## src/rtl/rx_frame_filter.sv

```systemverilog
module rx_frame_filter #(
  parameter int AW        = 11,
  parameter int LW        = 11,
  parameter int MIN_LEN   = 60,
  parameter int FLOOR_LEN = 6
) (
  input  logic          clk,
  input  logic          rst_n,
  input  logic          keep_errored,
  input  logic          keep_runts,
  input  logic          byte_valid,
  input  logic [7:0]    byte_in,
  input  logic          frame_end,
  input  logic [2:0]    dribble_bits,
  output logic          buf_we,
  output logic [AW-1:0] buf_addr,
  output logic [7:0]    buf_data,
  output logic [AW-1:0] commit_ptr,
  output logic          stat_strobe,
  output logic [LW-1:0] stat_len,
  output logic          stat_crc_err,
  output logic          stat_align_err,
  output logic          stat_short_err
);
  localparam logic [31:0]   RESIDUE   = 32'hC704DD7B;
  localparam logic [LW-1:0] SHORT_TOT = LW'(MIN_LEN + 4);
  localparam logic [LW-1:0] FLOOR_TOT = LW'(FLOOR_LEN + 4);
  localparam logic [LW-1:0] CNT_MAX   = '1;

  logic [AW-1:0] wptr;
  logic [LW-1:0] cnt;
  logic [31:0]   crc, crc_nx, crc_rev;
  logic          e_crc, e_align, e_short, tiny, keep;

  always_comb begin
    crc_nx = crc ^ {24'd0, byte_in};
    for (int b = 0; b < 8; b++)
      crc_nx = crc_nx[0] ? ((crc_nx >> 1) ^ 32'hEDB88320) : (crc_nx >> 1);
  end

  always_comb
    for (int b = 0; b < 32; b++) crc_rev[b] = crc[31-b];

  assign e_crc   = crc_rev != RESIDUE;
  assign e_align = dribble_bits != 3'd0;
  assign e_short = cnt < SHORT_TOT;
  assign tiny    = cnt < FLOOR_TOT;
  assign keep    = !tiny &&
                   (keep_errored || (!e_crc && !e_align && (!e_short || keep_runts)));

  assign buf_we   = byte_valid && !frame_end;
  assign buf_addr = wptr;
  assign buf_data = byte_in;

  always_ff @(posedge clk) begin
    if (!rst_n) begin
      wptr           <= '0;
      commit_ptr     <= '0;
      cnt            <= '0;
      crc            <= '1;
      stat_strobe    <= 1'b0;
      stat_len       <= '0;
      stat_crc_err   <= 1'b0;
      stat_align_err <= 1'b0;
      stat_short_err <= 1'b0;
    end else begin
      stat_strobe <= 1'b0;
      if (frame_end) begin
        cnt <= '0;
        crc <= '1;
        if (keep) begin
          commit_ptr     <= wptr;
          stat_strobe    <= 1'b1;
          stat_len       <= cnt - LW'(4);
          stat_crc_err   <= e_crc;
          stat_align_err <= e_align;
          stat_short_err <= e_short;
        end else begin
          wptr <= commit_ptr;
        end
      end else if (byte_valid) begin
        wptr <= wptr + AW'(1);
        cnt  <= (cnt == CNT_MAX) ? cnt : cnt + LW'(1);
        crc  <= crc_nx;
      end
    end
  end
endmodule

```

## config.mk

```make
export PLATFORM = sky130hd
export DESIGN_NAME = rx_frame_filter
export DESIGN_NICKNAME = d
export VERILOG_FILES = /design/src/rtl/rx_frame_filter.sv
export SDC_FILE = /design/constraint.sdc
export NUM_CORES = 1
export LEC_CHECK = 0
export ABC_AREA = 1
export BUFFER_PORTS_ARGS = -buffer_cell sky130_fd_sc_hd__buf_2
export CAP_MARGIN = 30
export CORE_AREA = 3 3 72 125
export DETAILED_ROUTE_END_ITERATION = 10
export DIE_AREA = 0 0 75 128
export GPL_TIMING_DRIVEN = 0
export PLACE_DENSITY = 0.9
export SLEW_MARGIN = 20
export SYNTH_ARGS = -nofsm -noshare
export SYNTH_HDL_FRONTEND = slang
export SYNTH_SLANG_ARGS = --single-unit
```

## constraint.sdc

```tcl
create_clock -name clk -period 1.7 [get_ports clk]
set_input_delay 0.34 -clock clk [delete_from_list [all_inputs] [get_ports clk]]
set_output_delay 0.34 -clock clk [all_outputs]
set_load 0.01 [all_outputs]
```

Word-level counts from Yosys, hierarchy flattened
Cells that the tools add are included.

operators by class
  reduce and logical (&&, ||, !) cells = 17
  bitwise operators = 11
  $lt $le $gt $ge = 2
  multipliers = 0
  multiplexer cells = 12
  $add $sub $neg = 3
  shift operators = 0
  equality and inequality tests = 2
  div/mod/pow operators = 0

operators with widths
  cell                   number
  $mux 32                8
  $not 13->14            8
  $mux 11                3
  $ne 32x32->1 const B   1
  $xor 32x8->32          1
  $add 11x1->11 const B  2
  $eq 11x11->1 const B   1
  $lt 11x4->1 const B    1
  $lt 11x7->1 const B    1
  $sub 11x3->11 const B  1
  $reduce_and 2->1       3
  $logic_not 1->1        5
  $logic_and 1x1->1      4
  $reduce_bool 3->1      1
  $logic_or 1x1->1       2
  $not 1->1              2
  $reduce_bool 2->1      1
  $reduce_or 2->1        1
  $mux 1                 1

storage, ports and cells
  register bits = 80
  ROM bits = 0
  output and inout bits = 46
  input bits = 17
  bits in latches = 0
  RAM bits = 0
  memories = 0
  logic and storage cells = 56

Longest topological paths before layout
Gate-level depths: netlist of run 1.

  word-level depth = 17
  gate-level depth with buffers = 12
  mapped depth without buffers = 12

Worst setup path before layout of run 1
Ideal clock, no wire load.

  kind = flip-flop to flip-flop
  from = register wptr[0] (netlist: buf_addr[0])
  to = register wptr[10] (netlist: buf_addr[10])
  library setup time = 0.119 ns
  clock period less this slack = 1.616 ns
  setup slack = 0.084 ns
  buffers on the path = 0
  required time = 1.581 ns
  cell stages (with the launch flop) = 11
  arrival = 1.496 ns
  cell sequence = dfxtp_1 > ha_1 > nand3_1 > nor3_1 > nand2_1 > nor2_1 > nand3_1 > nand2_1 > nor2_1 > nor2_1 > a21oi_1

between the ends
  word-level cells in the longest chain between the ends = 3

RTL lines
  element                   RTL line  text
  start: declaration        30        logic [AW-1:0] wptr;
  start signal: assignment  79        wptr <= commit_ptr;
  start signal: assignment  82        wptr <= wptr + AW'(1);
  $add 11x1->11             82
  $mux 11                   81        end else if (byte_valid) begin
  $mux 11                   68        if (frame_end) begin

No other way between the ends. The select of a mux whose other input is x is not followed.
A chain may end at the register's enable or synchronous reset.

Final worst setup path of run 1
  from = register crc[22]
  to = register wptr[2] (netlist: buf_addr[2])

between the ends
  word-level cells in the longest chain between the ends = 8

RTL lines
  element                          RTL line  text
  start: declaration               32        logic [31:0] crc, crc_nx, crc_rev;
  start signal: assignment         84        crc <= crc_nx;
  $ne 32x32->1                     44        assign e_crc = crc_rev != RESIDUE;
  $logic_not 1->1                  49        (keep_errored || (!e_crc && !e_align && (!e_short || keep_runts)));
  $logic_and 1x1->1 (2 in series)  49
  $logic_or 1x1->1                 49
  $logic_and 1x1->1                48        assign keep = !tiny &&
  $mux 11 (2 in series)            -

No other way between the ends.

==> impl_results.md, run 1 <==
- Overall power: around 5.5 mW
- Vias per cell: ~5.9
- First-pass GRT wire length: about 21,000 microns
- Final net count: 797
- Setup TNS: -217.0 ps
- Status: complete, but fails checks
- Final RePlAce weighted congestion: 0.9528
- Die ar.: between 9000 and 10,000 sq um
- Failing checks: setup timing
- Max-cap viol count: 0
- Static Leak: about 2.7 nW
- Final core utilization: 0.7593
- Cell Area, Placed: ~5100 sq um
- # H-tree levels: 3
- Congestion Overflow GR: 0
- Slew @ Worst Pin: approximately 740 ps
- Final Hold Viols: 0
- Slowest cell delay on critical path: ~340 ps
- Finished Cell Area: 6087 sq um
- Vias in the first global route: 4,713
- Clk_lat worst skew: about 350 ps
- Initial antenna violation count: 0
- Fin. max-slew vios: 0
- Largest voltage drop on the vdd net: between 0.6 and 0.7 mV
- Core area: about 8000 sq um
- Fin crit period: around 1800 ps
- Clock slew at reported path FFs: approximately 60 ps
- Mapped Area: about 4600 sq um
- Antenna diodes: 0
- IO Count: 63
- Post-synth EDFFs: 0
- Layout area overhead: 30.92%
- DIE HEIGHT: 128 microns
- Req. time, crit path: between 1500 and 2000 ps
- CTS tree: built
- Post-route ant nets: 0
- Sequential share of the synthesized area: 0.3445
- Drc violations: 0
- Commonest cells after routing, fill and taps aside: nand2_1 (147), inv_1 (61), buf_2 (61), a21oi_1 (61), dfxtp_1 (48)
- WP buf/inv: 2
- Worst setup EP type: flop
- Fraction of layout cells with a size suffix above 1: 0.3038
- First-pass detailed-route iteration total: 6
- Syn_nets: approximately 700
- Dominant synthesized flop cell: dfxtp_1
- Initial Util: 0.5800
- Vias post-DR: between 5,000 and 6,000
- Syn. warnings: 0
- Most common cell after layout, fill and taps aside: nand2_1
- Root buffer cell: clkbuf_16
- Fmax: roughly 560 MHz
- Startpoint types: flop
- Worst path slowest cell: dfxtp_2
- Port bufs: 60
- Cell variety after synth: 37
- DP HPWL: about 9300 microns
- Max Buffers Root-to-Sink: 2
- Fin crit share: 1.046
- Final WS setup: -78.97 ps
- Worst path top cell family by delay: simple AND/OR/NAND/NOR gates
- FFs w/ async S/R, synth: 0
- Horiz. Die Dim: around 75 microns
- Mapped Avg Cell Area: between 6 and 7 sq um
- Rows: 43
- CP Class: reg -> reg
- DR WL/cell: 17.15 microns
- RSZ-0062 raised after global routing: yes
- Class of the worst hold path: in -> reg
- # clock sinks: 80
- WP data arrival: 2040 ps
- Crit Path Max Fanout: 5
- Cells after Synth: just under 700
- #FFs+latches synth: 80
- Max-slew headroom: 0.5065
- CP Cell Sequence: inv_2 -> nand2_1 -> nor2_2 -> nand2_1 -> nor2_4 -> nand3_2 -> nand2_4 -> nand2_4 -> buf_6 -> nand2_1 -> nand3_1 -> a21oi_1
- WL final: roughly 15,000 microns
- Final setup fails: 7
- Cell mode on critical path: nand2_1
- 1st-iter DRT viols: 647
- PD cells: approximately 900 nW/um^2
- Total GRT Usage: 0.2889
- Largest net degree at the start of global routing: 13
- Clock Skews: between 10 and 15 ps
- CTS Hold Bufs: 0
- CTS buffer count: 9
## through the flow
| stage | cells | hold WS (ps) | setup slack [ps] |
|---|---|---|---|
| 3_3_place_gp | 831 | 449.7 | -273.0 |
| 4_1_cts | 852 | 293.8 | 3.624 |
| 3_5_place_dp | 831 | 453.9 | -278.5 |
| 2_1_floorplan | 681 | 439.1 | 84.44 |
| 6_report | 870 | 337.4 | -78.97 |
| 5_1_grt | 870 | 344.0 | -120.6 |
## area by class of cell
type | instances | area (sq um)
plain buffers | 34 | 197.7
inverters | 82 | 316.6
well taps | 90 | 112.6
clock buffers | 12 | 246.5
clock inverters | 3 | 90.09
multi-input cells | 485 | 2927
fillers | 526 | 1929
repair buffers | 84 | 525.5
flip-flops and latches | 80 | 1672
## flip-flops by register name, summed over array words and instances, names as in the netlist
signal	cells
commit_ptr	11
stat_align_err	1
stat_short_err	1
buf_addr	11
cnt	11
stat_strobe	1
stat_crc_err	1
crc	32
stat_len	11
## power by group
part	leakage (nW)	switching [mW]	internal, mW
Combinational	1.92	0.736	0.472
Clock	0.163	0.774	1.47
Sequential	0.651	0.0734	1.93
Total	2.73	1.58	3.87
## layer usage
metal,part of all wire,GRT usage
met1,0.34,0.3044
met2,0.52,0.5118
met3,0.073,0.04710
met4,0.071,0.1761
met5,0,0
## worst paths after layout
check / cells after the start / end / startpoint / slack (ps)
worst max-delay path: 12 / buf_addr[2] / crc[22] / -80
worst min-delay path: 3 / stat_strobe / rst_n / 340
worst max register to register: 12 / buf_addr[2] / crc[22] / -80
worst min register to register: 2 / stat_len[5] / stat_len[5] / 460
## synthesized netlist by cell type (2+ instances only)
library cell  number  share of area
xor2_1            39          0.073
buf_1              3         0.0024
nand3_1           47          0.051
nand2_2            3         0.0040
nand2_1          164           0.13
o211ai_1           6         0.0097
inv_2              7         0.0057
inv_1             74          0.060
o21ai_1           24          0.026
or2_2              3         0.0040
o21ai_0           33          0.036
clkbuf_1          16          0.013
or2_1              2         0.0027
nand4_1            5         0.0067
xnor2_1           12          0.023
buf_4              9          0.015
xnor2_2            3          0.010
xnor2_4            3          0.018
a21oi_1           65          0.070
nor3_1             6         0.0065
nor2_1            52          0.042
o221ai_1           4         0.0075
ha_1               4          0.011
dfxtp_1           80           0.34
buf_2              4         0.0043
buf_6              2         0.0048
## cell families (layout without fill, tap and decap cells)
group / Yosys count / count (layout) / synth area share
XOR/XNOR: 58 / 58 / 0.1278
AND/OR/NAND/NOR: 288 / 288 / 0.2583
adder cells (fa/ha/maj): 4 / 4 / 0.01076
flip-flops: 80 / 80 / 0.3445
AO/OA/AOI/OAI: 135 / 135 / 0.1534
buffers and inverters: 116 / 215 / 0.1052
## what timing repair did
| action | CTS | global route |
|---|---|---|
| hold endpoints to repair | 0 | 0 |
| setup buffers | 6 | 17 |
| endpoints found under the setup margin | 57 | 58 |
| cloned | 0 | 1 |
| pin swaps | 8 | 22 |
| gates resized for setup | 38 | 118 |
## tightest hold or removal path, delay by kind of cell
kind	cells	cell delay (ps)
buffers and inverters	1	110
AND/OR/NAND/NOR	2	180
Note: power is estimated with default switching activity, not from simulation.
==> inputs of run 2 (changes only) <==
- CORE_AREA: 3 3 72 125 -> 3 3 71 123
- DIE_AREA: 0 0 75 128 -> 0 0 74 126
- PLACE_DENSITY: 0.9 -> 0.92
- clock period: 1.7 -> 2.2 ns (I/O delays scaled with it)
==> impl_results.md, run 2 (same netlist as run 1, synthesis figures left out) <==
- Status: complete, no violations
- # H-tree levels: 3
- DP HPWL: about 9400 microns
- Cell mode on critical path: nand3_1
- Clock Skews: approximately 6.3 ps
- WL final: 12,910 microns
- WP data arrival: between 2000 and 2500 ps
- Vias per cell: approximately 5.8
- Fraction of layout cells with a size suffix above 1: 0.1521
- PD cells: 691.8 nW/um^2
- Multi-input logic area: 2559 sq um
- Congestion Overflow GR: 0
- Commonest cells after routing, fill and taps aside: nand2_1 (164), dfxtp_1 (79), inv_1 (74), a21oi_1 (65), buf_2 (64)
- First-pass detailed-route iteration total: 7
- Max-slew headroom: 0.5274
- FF-to-FF path depth: 9
- Total GRT Usage: 0.2856
- Drc violations: 0
- Crit Path Max Fanout: 9
- Core area: ~7900 sq um
- Post-cts repair resize count: 0
- CP Class: reg -> reg
- Layout area overhead: 14.88%
- Fin crit share: 0.9241
- Area occupied by registers: about 1600 sq um
- Max Buffers Root-to-Sink: 2
- Final net count: 773
- Antenna diodes: 0
- Largest voltage drop on the vdd net: 0.4616 mV
- Fmax: between 400 and 500 MHz
- CTS Hold Bufs: 0
- Largest net degree at the start of global routing: 13
- Vias in the first global route: between 4,000 and 5,000
- Most common cell after layout, fill and taps aside: nand2_1
- Worst hold stages: 3
- Max reg flops: 32
- Worst setup EP type: flop
- Final setup fails: 0
- Final RePlAce weighted congestion: around 1.0
- Clk_lat worst skew: around 350 ps
- WP buf/inv: 1
- Setup TNS: 0 ps
- Initial antenna violation count: 0
- IO Count: 63
- # clock sinks: 80
- Worst path slowest cell: dfxtp_1
- Number of fill cells in the layout: 663
- FF-to-FF Start: cnt[1]
- Post-route ant nets: 0
- Reg with most FFs: crc
- Class of the worst hold path: in -> reg
- Final Hold Viols: 0
- Clock slew at reported path FFs: 60 ps
- Rows: 43
- First-pass GRT wire length: approximately 21,000 microns
- Static Leak: between 2 and 3 nW
- Final cell count without fillers: 846
- Post-CTS Setup Repair Bufs: 0
- Initial Util: 0.5879
- Worst r2r dst: cnt[5]
- Port bufs: 60
- Horiz. Die Dim: around 74 microns
- R2R setup slack: ~170 ps
- CP Cell Sequence: ha_1 -> nand4_1 -> nor2_1 -> nand3_1 -> nand2_1 -> inv_2 -> nand3_1 -> o21ai_0 -> a21oi_1
- Req. time, crit path: 2470 ps
- DR WL/cell: 15.26 microns
- Max-cap viol count: 0
- Root buffer cell: clkbuf_16
- Placed cell count: 831
- Vias post-DR: 4,881
- Min-delay src: rst_n
- Slew @ Worst Pin: between 700 and 800 ps
- DIE HEIGHT: between 100 and 150 microns
- Fin crit period: 2033 ps
- Worst Hold End: stat_strobe
- Startpoint types: flop
- Die ar.: ~9300 sq um
- RSZ-0062 raised after global routing: no
- Worst path top cell family by delay: simple AND/OR/NAND/NOR gates
- CTS tree: built
- Fin. max-slew vios: 0
- 1st-iter DRT viols: 454
- Slowest cell delay on critical path: 410 ps
- CTS buffer count: 9
## run 2: changes by cell type in the layout (fill, tap and decap cells not counted), sizes merged
cell / previous run / this run
buf: 103 / 78
bufinv: 3 / 0
clkinv: 1 / 4
clkinvlp: 0 / 1
## run 2: layout make-up
class	count	area share
flip-flops and latches	80	0.3001
multi-input cells	485	0.4790
repair buffers	60	0.05622
inverters	82	0.05833
clock inverters	4	0.003748
clock buffers	11	0.04732
well taps	90	0.02108
plain buffers	34	0.03420
## run 2: worst reg2reg max path, stage by stage, from the launching register on
cell and delay [ps]:
dfxtp_1 410, ha_1 300, nand4_1 190, nor2_1 220
nand3_1 130, nand2_1 230, inv_2 140, nand3_1 110
o21ai_0 80, a21oi_1 150
## run 2: through the flow
stage / hold slack (ps) / setup slack, ps / cell area, sq um / total power, mW / util
final: 402.4 / 167.0 / 5341 / 3.695 / 0.6754
after global routing: 423.5 / 9.337 / 5341 / 3.845 / 0.6754
after CTS: 393.6 / 85.64 / 5335 / 3.682 / 0.6746
after detailed placement: 457.5 / 64.36 / 5062 / 2.298 / 0.6401
after global placement: 449.0 / 96.34 / 5062 / 2.276 / 0.6401
after floorplan: 439.1 / 577.8 / 4649 / 2.115 / -
## run 2: worst max path at each step
stage,slack [ps],start,to,cells past startpoint
3_3_place_gp,100,byte_valid,buf_we,4
2_1_floorplan,580,byte_valid,buf_we,3
6_report,170,cnt[1],cnt[5],9
3_5_place_dp,60,byte_valid,buf_we,4
5_1_grt,9,cnt[1],cnt[5],9
4_1_cts,90,byte_valid,buf_we,4
## run 2: per-layer routing
layer,share of wire,track usage,wire (microns),up-vias
met2,0.53,0.5105,6789,276
met4,0.056,0.1836,720,0
li1,-,-,-,2326
met5,0,0,0,-
met3,0.069,0.05192,894,66
met1,0.35,0.2892,4503,2213
## run 2: where the power goes
| part | internal (mW) | switching, mW | total [mW] |
|---|---|---|---|
| registers | 1.50 | 0.0519 | 1.55 |
| clock network | 0.811 | 0.588 | 1.40 |
| logic | 0.265 | 0.482 | 0.746 |
